===== src/rtl/lenchk_pkg.sv =====
package lenchk_pkg;
    typedef enum logic [1:0] {
        ST_IDLE,
        ST_HDR,
        ST_BODY,
        ST_LONG
    } frm_state_e;
endpackage


===== src/rtl/lenchk_frame.sv =====
module lenchk_frame
    import lenchk_pkg::*;
#(
    parameter int MAX_LEN  = 1518,
    parameter int HDR_LEN  = 14,
    parameter int FCS_LEN  = 4,
    parameter int TYPE_MIN = 16'h0600
) (
    input  logic       clk,
    input  logic       rst_n,
    input  logic       rx_valid,
    input  logic       rx_sof,
    input  logic       rx_eof,
    input  logic [7:0] rx_data,
    input  logic       chk_en,
    output logic       short_hit
);
    localparam int POS_W = $clog2(MAX_LEN + 1);
    localparam int CMP_W = 17;

    frm_state_e       state_q, state_d;
    logic [POS_W-1:0] pos_q, pos_now;
    logic [15:0]      field_q, field_now;
    logic             at_hi, at_lo, decide;

    // position of the byte on the bus, counting from 1
    assign pos_now = rx_sof ? POS_W'(1) : pos_q + POS_W'(1);
    assign at_hi   = (rx_sof || state_q == ST_HDR) && pos_now == POS_W'(HDR_LEN - 1);
    assign at_lo   = (state_q == ST_HDR) && !rx_sof && pos_now == POS_W'(HDR_LEN);
    assign field_now = at_lo ? {field_q[15:8], rx_data} : field_q;

    // next-state logic
    always_comb begin
        state_d = state_q;
        if (rx_valid) begin
            if (rx_sof) begin
                state_d = rx_eof ? ST_IDLE : ST_HDR;
            end else begin
                unique case (state_q)
                    ST_IDLE: state_d = ST_IDLE;
                    ST_HDR: begin
                        if (rx_eof)
                            state_d = ST_IDLE;
                        else if (pos_now == POS_W'(HDR_LEN))
                            state_d = ST_BODY;
                    end
                    ST_BODY: begin
                        if (rx_eof)
                            state_d = ST_IDLE;
                        else if (pos_now >= POS_W'(MAX_LEN))
                            state_d = ST_LONG;
                    end
                    ST_LONG: if (rx_eof) state_d = ST_IDLE;
                endcase
            end
        end
    end

    // state register and byte tracking
    always_ff @(posedge clk) begin
        if (!rst_n) begin
            state_q <= ST_IDLE;
            pos_q   <= '0;
            field_q <= '0;
        end else begin
            state_q <= state_d;
            if (rx_valid && (rx_sof || state_q != ST_LONG))
                pos_q <= pos_now;
            if (rx_valid && at_hi)
                field_q[15:8] <= rx_data;
            if (rx_valid && at_lo)
                field_q[7:0] <= rx_data;
        end
    end

    // output logic: classify the frame on its end byte
    always_comb begin
        decide = 1'b0;
        if (rx_valid && rx_eof && !rx_sof) begin
            unique case (state_q)
                ST_HDR:  decide = (pos_now == POS_W'(HDR_LEN));
                ST_BODY: decide = 1'b1;
                ST_IDLE, ST_LONG: decide = 1'b0;
            endcase
        end
        short_hit = decide && chk_en
                 && (field_now < 16'(TYPE_MIN))
                 && (CMP_W'(pos_now) < CMP_W'(field_now) + CMP_W'(HDR_LEN + FCS_LEN));
    end

    p_long_sticky_r5: assert property (@(posedge clk) disable iff (!rst_n)
        (state_q == ST_LONG && rx_valid && !rx_eof && !rx_sof) |=> state_q == ST_LONG);
    p_long_nohit_r5: assert property (@(posedge clk) disable iff (!rst_n)
        (state_q == ST_LONG) |-> !short_hit);
    p_hdr_nohit_r7: assert property (@(posedge clk) disable iff (!rst_n)
        (state_q == ST_HDR && pos_now < POS_W'(HDR_LEN)) |-> !short_hit);
    p_idle_nohit_r7: assert property (@(posedge clk) disable iff (!rst_n)
        (state_q == ST_IDLE && !rx_sof) |-> !short_hit);
endmodule


===== src/rtl/lenchk_stat.sv =====
module lenchk_stat #(
    parameter int CNT_W = 8
) (
    input  logic             clk,
    input  logic             rst_n,
    input  logic             inc,
    input  logic             wr,
    input  logic [CNT_W-1:0] wdata,
    output logic [CNT_W-1:0] cnt
);
    localparam logic [CNT_W-1:0] CNT_MAX = '1;

    logic [CNT_W-1:0] cnt_q;

    always_ff @(posedge clk) begin
        if (!rst_n)
            cnt_q <= '0;
        else if (wr)
            cnt_q <= wdata;
        else if (inc && cnt_q != CNT_MAX)
            cnt_q <= cnt_q + CNT_W'(1);
    end

    assign cnt = cnt_q;

    p_no_overflow_r8: assert property (@(posedge clk) disable iff (!rst_n)
        (cnt_q == CNT_MAX && !wr) |=> cnt_q == CNT_MAX);
    p_wr_wins_r9: assert property (@(posedge clk) disable iff (!rst_n)
        wr |=> cnt_q == $past(wdata));
    p_step_r2: assert property (@(posedge clk) disable iff (!rst_n)
        (inc && !wr && cnt_q != CNT_MAX) |=> cnt_q == $past(cnt_q) + CNT_W'(1));
    p_hold_r3: assert property (@(posedge clk) disable iff (!rst_n)
        (!inc && !wr) |=> $stable(cnt_q));
endmodule


===== src/rtl/rx_lenchk.sv =====
module rx_lenchk #(
    parameter int MAX_LEN  = 1518,
    parameter int HDR_LEN  = 14,
    parameter int FCS_LEN  = 4,
    parameter int TYPE_MIN = 16'h0600,
    parameter int CNT_W    = 8,
    parameter int BUS_W    = 32
) (
    input  logic             clk,
    input  logic             rst_n,
    input  logic             rx_valid,
    input  logic             rx_sof,
    input  logic             rx_eof,
    input  logic [7:0]       rx_data,
    input  logic             chk_en,
    input  logic             reg_wr,
    input  logic [BUS_W-1:0] reg_wdata,
    output logic [BUS_W-1:0] reg_rdata
);
    logic             hit;
    logic [CNT_W-1:0] cnt;

    lenchk_frame #(
        .MAX_LEN(MAX_LEN), .HDR_LEN(HDR_LEN),
        .FCS_LEN(FCS_LEN), .TYPE_MIN(TYPE_MIN)
    ) u_frame (
        .clk(clk), .rst_n(rst_n), .rx_valid(rx_valid), .rx_sof(rx_sof),
        .rx_eof(rx_eof), .rx_data(rx_data), .chk_en(chk_en), .short_hit(hit)
    );

    lenchk_stat #(.CNT_W(CNT_W)) u_stat (
        .clk(clk), .rst_n(rst_n), .inc(hit), .wr(reg_wr),
        .wdata(reg_wdata[CNT_W-1:0]), .cnt(cnt)
    );

    assign reg_rdata = {{(BUS_W-CNT_W){1'b0}}, cnt};

    p_upper_zero_r10: assert property (@(posedge clk) disable iff (!rst_n)
        $past(reg_wr) |-> reg_rdata[BUS_W-1:CNT_W] == '0);
endmodule


===== config.mk =====
export PLATFORM = sky130hd
export DESIGN_NAME = rx_lenchk
export DESIGN_NICKNAME = d
export VERILOG_FILES = /design/src/rtl/lenchk_pkg.sv /design/src/rtl/lenchk_frame.sv /design/src/rtl/lenchk_stat.sv /design/src/rtl/rx_lenchk.sv
export SDC_FILE = /design/constraint.sdc
export NUM_CORES = 1
export LEC_CHECK = 0
export BUFFER_PORTS_ARGS = -buffer_cell sky130_fd_sc_hd__buf_2
export CAP_MARGIN = 20
export CORE_MARGIN = 4
export CORE_UTILIZATION = 54
export DETAILED_ROUTE_END_ITERATION = 8
export GPL_TIMING_DRIVEN = 0
export PLACE_DENSITY = 0.87
export SYNTH_ARGS = -nofsm -noshare
export SYNTH_HDL_FRONTEND = slang
export SYNTH_SLANG_ARGS = --single-unit

===== constraint.sdc =====
create_clock -name clk -period 6.7 [get_ports clk]
set_input_delay 0.335 -clock clk [delete_from_list [all_inputs] [get_ports clk]]
set_output_delay 0.335 -clock clk [all_outputs]
set_load 0.02 [all_outputs]

### Word-level counts from Yosys, hierarchy flattened

Cells that the tools add are included.

| operators by class | value |
|---|---|
| add/subtract/negate cells | 3 |
| order comparisons | 3 |
| eq/ne operators | 10 |
| multiplexer cells | 14 |
| reduce and logical (&&, ||, !) cells | 19 |

Operators by type and width:

| kind | count |
|---|---|
| $mux W8 | 3 |
| $eq A11 B4 Y1 const B | 2 |
| $add A16 B5 Y17 const B | 1 |
| $lt A11 B17 Y1 | 1 |
| $lt A16 B11 Y1 const B | 1 |
| $logic_and A1 B1 Y1 | 12 |
| $mux W2 | 6 |
| $add A11 B1 Y11 const B | 1 |
| $ge A11 B11 Y1 const B | 1 |
| $mux W11 | 1 |
| $add A8 B1 Y8 const B | 1 |
| $ne A8 B8 Y1 const B | 1 |
| $pmux W2 S4 | 1 |
| $eq A2 B2 Y1 const B | 2 |
| $ne A4 B3 Y1 const B | 1 |
| $ne A4 B4 Y1 const B | 1 |
| $reduce_and A4 Y1 | 1 |
| $ne A3 B3 Y1 const B | 1 |
| $pmux W1 S3 | 1 |
| $eq A2 B1 Y1 const B | 1 |
| $logic_not A2 Y1 | 1 |
| $logic_or A1 B1 Y1 | 2 |
| $mux W1 | 2 |
| $ne A2 B2 Y1 const B | 1 |
| 3 further kinds | 3 |

| storage, ports and cells | value |
|---|---|
| register bits | 37 |
| bits of input ports | 47 |
| logic and storage cells | 54 |

### Longest topological paths before layout

Gate-level depths: netlist of the first run.

| logic depth | value |
|---|---|
| depth in word-level cells | 11 |
| gate-level depth with buffers | 26 |
| depth with buffers taken out | 23 |

### By module

A second synthesis of the first run with hierarchy kept.

| unflattened totals | value |
|---|---|
| cell total of the unflattened synthesis | 364 |
| area, all modules | 3078.0 um2 |

Modules (own cells, without submodules):

| module | times used | cells an instance | area each (um2) | sequential area each (um2) |
|---|---|---|---|---|
| lenchk_frame | 1 | 285 | 2419.8 | 580.6 |
| lenchk_stat | 1 | 54 | 474.2 | 160.2 |
| rx_lenchk | 1 | 25 | 183.9 | 0.0 |

### Least setup slack after synthesis of the first run

Ideal clock, no wire load.

| path | value |
|---|---|
| path kind | reg2reg |
| start | reg u_frame.pos_q[1] |
| end | reg u_stat.cnt_q[4] (netlist: u_stat.cnt[4]) |
| library setup time | 128 ps |
| data arrival time | 5223 ps |
| required time | 6572 ps |
| setup slack | 1349 ps |
| stages on the path, launching flop included | 27 |
| path buffers | 3 |
| period minus slack after synthesis | 5351 ps |
| cell sequence | dfxtp_1 > ha_1 > nand3_1 > nor4b_2 > o32a_4 > and4_4 > buf_6 > clkbuf_1 > mux2_2 > ha_1 > and2_1 > o2111a_1 > nor2_1 > nor2_1 > xnor2_1 > nand2_1 > o21ai_0 > ha_1 > o21a_1 > o21ai_0 > a31oi_1 > o21a_1 > o32ai_2 > a211oi_2 > buf_6 > nor4b_1 > nor3b_2 |

| on the way | value |
|---|---|
| cells in the longest elaborated chain, start to end | 10 |
| elaborated cells on any way between the ends | 15 |
| classes of those cells | 2 x add/sub; 2 x order compare; 1 x eq/ne; 4 x mux; 6 x reduce/logical |

Ends and longest elaborated chain:

| what | line | RTL |
|---|---|---|
| start, declared | lenchk_frame.sv:22 | `logic [POS_W-1:0] pos_q, pos_now;` |
| start signal, assigned | lenchk_frame.sv:68 | `pos_q <= pos_now;` |
| $add A11 B1 Y11 * | lenchk_frame.sv:27 | `assign pos_now = rx_sof ? POS_W'(1) : pos_q + POS_W'(1);` |
| $mux W11 * | lenchk_frame.sv:27 |  |
| $eq A11 B4 Y1 | lenchk_frame.sv:29, lenchk_frame.sv:81 |  |
| $logic_and A1 B1 Y1 or $pmux W1 S3 (tied branches) | lenchk_frame.sv:29, lenchk_frame.sv:80 |  |
| $mux W8 or $mux W1 (tied branches) | lenchk_frame.sv:30, lenchk_frame.sv:79 |  |
| $add A16 B5 Y17 (tied with other cells) | lenchk_frame.sv:88 | `&& (CMP_W'(pos_now) < CMP_W'(field_now) + CMP_W'(HDR_LEN + FCS_LEN));` |
| $lt A11 B17 Y1 or $logic_and A1 B1 Y1 (tied branches) | lenchk_frame.sv:88, lenchk_frame.sv:87 |  |
| $logic_and A1 B1 Y1 * | lenchk_frame.sv:88 |  |
| $logic_and A1 B1 Y1 * | lenchk_stat.sv:20 | `else if (inc && cnt_q != CNT_MAX)` |
| $reduce_bool A2 Y1 (no source line) * | -- |  |
| end signal, assigned | lenchk_stat.sv:19 | `cnt_q <= wdata;` |
| end signal, assigned | lenchk_stat.sv:21 | `cnt_q <= cnt_q + CNT_W'(1);` |
| end, declared | lenchk_stat.sv:13 | `logic [CNT_W-1:0] cnt_q;` |

Mark *: on every way between the ends. The rest lies on a longest branch, timed or not.
A chain may end at the register's enable or synchronous reset.

### Worst setup path in the final report of the first run

Ends and elaborated chain as after synthesis.

==> impl_summary.txt, run 1 <==
----------------------------------------------------
[Worst setup path]
  Arrival time of data at the critical path endpoint ... 6.29 ns
  Crit path max-delay cell type ... dfxtp_1
  Required time at the worst-slack endpoint ... 6.88 ns
  Largest stage delay on the critical path ... 0.46 ns
  Crit path buffers/inverters ... 3
  Kind of launch point of the worst setup path ... flop
  Sort of element at the end of the critical path ... flop
  Critical path class ... reg2reg
  Crit Path Max Fanout ... 10
  Delay-heaviest family, CP ... compound AO/OA/AOI/OAI gates
  Most common cell type on the critical path ... ha_1

[Layout]
  Area growth from synthesis to layout ... 14.1%
  Commonest non-fill, non-tap cell in the layout ... dfxtp_1
  Leading cell types in the layout, fill and taps excluded ... 37 x dfxtp_1, 36 x buf_2, 33 x nor2b_1
  Number of nets in the layout ... 517
  Number of diodes ... 0
  Filler cell count ... 502
  Fraction of layout instances using a drive strength above 1 ... 20.0%
  Number of standard cells in the layout, taps in and fillers out ... 526
  Area of all placed cells without fillers ... 0.00365 mm^2

[Logic synthesis]
  Distinct cells, synth ... 63
  Synth Flop Type ... dfxtp_1
  Avg Cell Area, Syn ... 8.13 um^2
  Share of flip-flops with an asynchronous set or reset after synthesis ... 0%
  Post-synthesis cell type with the largest combined area ... dfxtp_1
  FF+latch count, synth ... 37
  Leading post-synthesis cells by cell area ... dfxtp_1 23%, mux2i_1 8.1%, ha_1 6.7%
  Number of enable-type register cells in the synthesized netlist ... 0
  Syn Inst Count ... 393
  Netlist area before placement ... 0.00320 mm^2
  Fraction of synthesized cell area taken by the top area cell type ... 23.2%
  Warnings from Yosys ... 0
  Seq/Total Area, Yosys ... 23.2%

[Timing]
  Endpoints failing hold ... 0
  Post-route worst setup slack ... 0.590 ns
  Slew of the pin with the lowest slew margin ... 0.922 ns
  Sum of negative setup slack ... 0 ns
  Share of the cycle needed by the critical path after routing ... 91.2%
  Final Critical Period ... 6.11 ns
  Setup-failing EPs final ... 0
  Unrepaired setup endpoints after global routing ... false
  Worst-case headroom to the max-slew limit ... 38.3%
  Worst slack on hold paths ... 0.315 ns
  Max-slew violation count ... 0
  Achievable Freq ... 164 MHz
  Setup Skew ... 0.00992 ns

[Routing]
  Pre-Repair DR Iteration Count ... 5
  Number of routed nets with antenna violations ... 0
  Detailed route wirelength on metal3 ... 517 um
  Via count ... 3010
  Number of vias per cell after detailed routing ... 5.72
  Routed len/inst ... 14.7 um
  Total wire length ... 7730 um
  Metal1 wirelength ... 3430 um
  DRC ... 0
  Highest metal layer used by the detailed router ... met4
  Initial detailed-routing violation count ... 161
  Wire length on met2 ... 3660 um

[CTS]
  Number of CTS-inserted buffers ... 5
  Quantity of hold-fixing buffers added after cts ... 0
  Post-CTS setup buffers ... 0
  CTS resizes ... 0
  Clock-pin slew reported for the worst setup and hold paths after clock tree synthesis ... 0.08 ns
  H-tree levels ... 2
  Largest buffer count on any clock path ... 2
  CTS sink count ... 37
  Clock latency on the worst-skew pair ... 0.29 ns
  Buffer type at the clock tree root ... clkbuf_8
  CTS tree ... built

[GRT]
  GR Overflow Total ... 0
  Number of antenna violations at the first check in global routing ... 0
  Pin count of the biggest net entering global routing ... 13
  Via count of the first global-routing pass ... 2803
  Global-route wire length before repair ... 13300 um
  Global routing usage summed across all routing layers ... 22.1%

[Floorplanning]
  Die Span X ... 84.9 um
  Floorplan core area ... 0.00561 mm^2
  Die area ... 0.00721 mm^2
  Die Height ... 84.9 um
  # IOs ... 79
  Starting density of the core ... 57.0%
  Number of placement rows ... 27

[Outcome]
  Status ... complete, no violations

[Pwr]
  Clock network power share ... 40.4%
  Portion of total power attributed to combinational logic ... 14.8%
  Pwr Density ... 141 mW/mm^2
  Worst ir drop on vdd ... 0.000134 V
  Seq pwr share ... 44.8%
  Sw power ... 0.000137 W
  Sw Share ... 26.7%
  Leakage power summed over all cells ... 1.39 nW
  Internal power ... 0.000376 W

[Placed design]
  Instance area after placement ... 0.00352 mm^2
  Detailed placement HPWL ... 6070 um
  Post-place setup slack ... 0.477 ns
  Post-placement cell count ... 518
  Final weighted congestion in routability-driven placement ... 0.902
  Count of input and output buffers ... 30

[Worst hold path]
  Class of the worst hold path ... in2reg

[Run]
  Count of max-cap constraint violations ... 0

----------------------------------------------------
sequential cells by signal, summed over array words and instances, names as in the netlist:
| signal | flops |
|---|---|
| u_frame.field_q | 16 |
| u_frame.pos_q | 11 |
| u_stat.cnt | 8 |
| u_frame.state_q | 2 |
cell type report:
| type | instances | area [um^2] | area share [%] |
|---|---|---|---|
| Clock buffer | 6 | 82.6 | 2.26 |
| Multi-Input combinational cell | 328 | 2240 | 61.5 |
| Tap cell | 72 | 90.1 | 2.47 |
| Buffer | 41 | 267 | 7.31 |
| Timing Repair Buffer | 30 | 150 | 4.12 |
| Inverter | 10 | 37.5 | 1.03 |
| Clock inverter | 2 | 37.5 | 1.03 |
| Sequential cell | 37 | 741 | 20.3 |
metrics by stage:
step / power [W] / util [%]
floorplan: 0.000288 / -
global placement: 0.000309 / 62.8
detailed placement: 0.000310 / 62.8
CTS: 0.000514 / 65.0
global route: 0.000536 / 65.0
finish: 0.000513 / 65.0
worst paths after layout:
path	start	to	slack (ns)	cells past startpoint
worst max-delay path	u_frame.pos_q[1]$_SDFFE_PN0P_	u_stat.cnt[4]$_SDFFE_PN0P_	0.59	25
worst min register to register	u_frame.field_q[0]$_SDFFE_PN0P_	u_frame.field_q[0]$_SDFFE_PN0P_	0.53	2
worst max register to register	u_frame.pos_q[1]$_SDFFE_PN0P_	u_stat.cnt[4]$_SDFFE_PN0P_	0.59	25
worst min-delay path	reg_wdata[1]	u_stat.cnt[1]$_SDFFE_PN0P_	0.32	3
cell families after synthesis:
group           synth area share (%)
simple gates                    29.4
compound gates                  16.7
buf+inv                         9.51
flops                           23.2
mux                             9.78
fa+ha+maj                       6.65
xor+xnor                        4.66
other cells                    0.117
layer usage:
metal  GRT usage (%)  vias to the layer above
li1                -                     1513
met3            4.47                       15
met4            5.90                        0
met2            35.7                      118
met5               0                        -
met1            30.1                     1364
power by group through the flow:
stage / Combinational (W) / Clock [W] / Sequential [W]
floorplan: 0.0000493 / 0 / 0.000238
global placement: 0.0000736 / 0 / 0.000235
detailed placement: 0.0000748 / 0 / 0.000235
CTS: 0.0000749 / 0.000209 / 0.000230
global route: 0.0000832 / 0.000222 / 0.000231
finish: 0.0000758 / 0.000207 / 0.000230
worst min-delay path: stages:
cell and delay, ns:
buf_2 0.07, o21ai_0 0.06, a21oi_1 0.11
cells in the mapped netlist, types with 3 or more instances:
cell,n
nor2_1,25
buf_2,6
clkbuf_1,8
nand2_1,20
nor4b_1,5
buf_4,24
a31oi_1,8
mux2i_1,26
ha_1,17
o21ai_1,3
and2_1,6
xor2_1,7
and3_1,5
nand4_1,12
xnor2_1,10
nor2b_1,33
nor4_1,3
nand3_1,20
nor3_1,13
inv_1,10
o21a_1,3
or3_1,7
dfxtp_1,37
o21ai_0,18
a21oi_1,18
Power figures use the tool's default switching activity.
==> run 2, diff against run 1 <==
--- a/config.mk
+++ b/config.mk
@@ -8,10 +8,11 @@
 export BUFFER_PORTS_ARGS = -buffer_cell sky130_fd_sc_hd__buf_2
 export CAP_MARGIN = 20
 export CORE_MARGIN = 4
-export CORE_UTILIZATION = 54
+export CORE_UTILIZATION = 56
+export CTS_BUF_LIST = sky130_fd_sc_hd__clkbuf_4
 export DETAILED_ROUTE_END_ITERATION = 8
 export GPL_TIMING_DRIVEN = 0
-export PLACE_DENSITY = 0.87
+export PLACE_DENSITY = 0.89
 export SYNTH_ARGS = -nofsm -noshare
 export SYNTH_HDL_FRONTEND = slang
 export SYNTH_SLANG_ARGS = --single-unit
==> run 2 against run 1 <==
  * Final cell count unchanged
  * Clock skew grew 0.011 ns
  * Via count is 3.3% higher
  * Non-clock buffer count is the same
  * Clock power shrank 23%
  * Sequential cell count is the same
  * Maximum frequency shrank 2.9%
  * Routed wire length increased by 3.0%
  * Sequential power about the same
  * Count of clock-buffer cells in the layout decreased by 1
  * Critical path type unchanged
==> impl_summary.txt, run 2 (synthesis gave the netlist of run 1 again) <==
----------------------------------------------------
[GRT]
  Global-route layer with the greatest usage ... met2
  Via count of the first global-routing pass ... 2881 (+2.8%)
  GR Overflow Total ... 0 (unchanged)
  Met2 Resource Use GR ... 39.2% (+3.5 points)
  Met1 layer usage reported by global route ... 28.2% (-1.9 points)
  Number of antenna violations at the first check in global routing ... 0 (unchanged)
  Global routing usage summed across all routing layers ... 22.2% (+0.10 points)
  Global-route wire length before repair ... 13100 um (-1.9%)
  Met3 track demand over resource ... 3.55% (-0.91 points)
  Pin count of the biggest net entering global routing ... 13 (unchanged)

[Timing]
  Endpoints failing hold ... 0 (unchanged)
  Share of the cycle needed by the critical path after routing ... 93.9% (+2.7 points)
  Worst-case headroom to the max-slew limit ... 32.4% (-6.0 points)
  Unrepaired setup endpoints after global routing ... false
  Max-slew violation count ... 0 (unchanged)
  Final Critical Period ... 6.29 ns (+0.184 ns)
  Worst slack on hold paths ... 0.265 ns (-0.0501 ns)
  Setup-failing EPs final ... 0 (unchanged)
  Setup Skew ... 0.0212 ns (+0.0113 ns)
  Slew of the pin with the lowest slew margin ... 1.01 ns (+0.0890 ns)
  Sum of negative setup slack ... 0 ns (unchanged)
  Achievable Freq ... 159 MHz (-2.9%)

[Pwr]
  Internal power ... 0.000333 W (-12%)
  Tot Pwr ... 0.000466 W (-9.3%)
  Seq pwr share ... 49.5% (+4.7 points)
  Portion of total power attributed to combinational logic ... 16.3% (+1.5 points)
  Sw power ... 0.000133 W (-3.1%)
  Leakage power summed over all cells ... 1.37 nW (-1.4%)
  Clock network power share ... 34.1% (-6.3 points)
  Sw Share ... 28.5% (+1.8 points)
  Pwr Density ... 129 mW/mm^2 (-8.2%)
  Worst ir drop on vdd ... 0.000108 V (-19%)

[CTS]
  Quantity of hold-fixing buffers added after cts ... 0 (unchanged)
  CTS sink count ... 37 (unchanged)
  Buffer type at the clock tree root ... clkbuf_4
  H-tree levels ... 2 (unchanged)
  CTS tree ... built
  Post-CTS setup buffers ... 0 (unchanged)
  CTS resizes ... 0 (unchanged)
  Largest buffer count on any clock path ... 2 (unchanged)
  Clock latency on the worst-skew pair ... 0.35 ns (+0.06 ns)
  Clock-pin slew reported for the worst setup and hold paths after clock tree synthesis ... 0.12 ns (+0.04 ns)
  Number of CTS-inserted buffers ... 5 (unchanged)

[Floorplanning]
  Floorplan core area ... 0.00551 mm^2 (-1.8%)
  Die Span X ... 83.6 um (-1.6%)
  Die area ... 0.00698 mm^2 (-3.2%)
  # IOs ... 79 (unchanged)
  Die Height ... 83.6 um (-1.6%)
  Starting density of the core ... 58.1% (+1.0 points)
  Number of placement rows ... 27 (unchanged)

[Worst setup path]
  Critical path class ... reg2reg
  Startpoint of the worst-slack reg-to-reg timing path ... u_frame.pos_q[1]$_SDFFE_PN0P_
  Sort of element at the end of the critical path ... flop
  Kind of launch point of the worst setup path ... flop
  Arrival time of data at the critical path endpoint ... 6.54 ns (+0.25 ns)
  Register-to-register path setup slack ... 0.41 ns (-0.18 ns)
  Required time at the worst-slack endpoint ... 6.94 ns (+0.06 ns)
  Crit path buffers/inverters ... 3 (unchanged)
  Crit Path Max Fanout ... 10 (unchanged)
  R2R Path End ... u_stat.cnt[6]$_SDFFE_PN0P_
  Delay-heaviest family, CP ... simple AND/OR/NAND/NOR gates
  Worst R2R Path Depth ... 25 (unchanged)
  Crit path max-delay cell type ... dfxtp_1
  Most common cell type on the critical path ... ha_1
  Largest stage delay on the critical path ... 0.46 ns (about the same)

[Worst hold path]
  Hold path cells ... 3 (unchanged)
  Class of the worst hold path ... in2reg
  Hold path endpoint ... u_stat.cnt[1]$_SDFFE_PN0P_
  Hold path startpoint ... reg_wdata[1]

[Routing]
  Number of vias per cell after detailed routing ... 5.91 (+3.3%)
  Total wire length ... 7960 um (+3.0%)
  Number of routed nets with antenna violations ... 0 (unchanged)
  DRC ... 0 (unchanged)
  Via count ... 3109 (+3.3%)
  Pre-Repair DR Iteration Count ... 5 (unchanged)
  Routed len/inst ... 15.1 um (+3.0%)
  Initial detailed-routing violation count ... 193 (+20%)

[Layout]
  Max FFs per register ... 16 (unchanged)
  Area growth from synthesis to layout ... 12.7%
  Fraction of layout instances using a drive strength above 1 ... 19.6% (-0.44 points)
  Leading cell types in the layout, fill and taps excluded ... 37 x dfxtp_1, 36 x buf_2, 33 x nor2b_1
  Number of nets in the layout ... 517 (unchanged)
  Final cell utilization of the core ... 65.4% (+0.40 points)
  Number of diodes ... 0 (unchanged)
  Commonest non-fill, non-tap cell in the layout ... dfxtp_1
  Filler cell count ... 483 (-3.8%)
  Largest register by flop count ... u_frame.field_q

[Placed design]
  Final weighted congestion in routability-driven placement ... 0.946 (+4.8%)
  Detailed placement HPWL ... 6100 um (+0.46%)
  Count of input and output buffers ... 30 (unchanged)

[Outcome]
  Status ... complete, no violations

[Run]
  Count of max-cap constraint violations ... 0 (unchanged)

----------------------------------------------------
run 2: cell types whose count changed in the layout (fill, tap and decap cells not counted):
cell      previous run  this run
nor2_1              24        25
clkbuf_8             6         0
nor2_2               2         1
clkbuf_4             0         5
clkinv_1             0         1
run 2: stage by stage:
| step | std cells | worst slack (ns) | instance area, um^2 |
|---|---|---|---|
| finish | 526 | 0.406 | 3600 |
| global route | 526 | 0.00609 | 3600 |
| CTS | 526 | 0.462 | 3600 |
| detailed placement | 518 | 0.556 | 3520 |
| global placement | 518 | 0.744 | 3520 |
| floorplan | 416 | 1.35 | 3280 |
run 2: worst max path at each step:
| stage | start | end | cells after the start |
|---|---|---|---|
| after detailed placement | u_frame.pos_q[1]$_SDFFE_PN0P_ | u_stat.cnt[6]$_SDFFE_PN0P_ | 25 |
| final | u_frame.pos_q[1]$_SDFFE_PN0P_ | u_stat.cnt[6]$_SDFFE_PN0P_ | 25 |
| after CTS | u_frame.pos_q[1]$_SDFFE_PN0P_ | u_stat.cnt[6]$_SDFFE_PN0P_ | 25 |
| after floorplan | u_frame.pos_q[1]$_SDFFE_PN0P_ | u_stat.cnt[4]$_SDFFE_PN0P_ | 26 |
| after global routing | u_frame.pos_q[1]$_SDFFE_PN0P_ | u_stat.cnt[7]$_SDFFE_PN0P_ | 26 |
| after global placement | u_frame.pos_q[1]$_SDFFE_PN0P_ | u_stat.cnt[6]$_SDFFE_PN0P_ | 26 |
run 2: worst min-delay path, cell delays in order:
cell and delay (ns):
buf_2 0.08, o21ai_0 0.06, a21oi_1 0.11
run 2: cell type report:
cell class              count  area, um^2  share of cell area [%]
inverters                  10        37.5                    1.04
flip-flops and latches     37         741                    20.6
multi-input cells         328        2240                    62.1
clock buffers               5        37.5                    1.04
repair buffers             30         150                    4.17
clock inverters             3        41.3                    1.15
plain buffers              41         267                    7.40
well taps                  72        90.1                    2.50
run 2: power groups by stage:
stage	combinational (W)	sequential, W	clock (W)
after detailed placement	0.0000745	0.000235	0
after global routing	0.0000829	0.000232	0.000174
after CTS	0.0000748	0.000230	0.000161
after global placement	0.0000733	0.000235	0
final	0.0000760	0.000231	0.000159
after floorplan	0.0000493	0.000238	0
run 2: metal layers:
metal | wire length, um | part of all wire (%)
met1 | 3430 | 43
met4 | 118 | 1.5
met2 | 3890 | 49
met3 | 523 | 6.6
met5 | 0 | 0
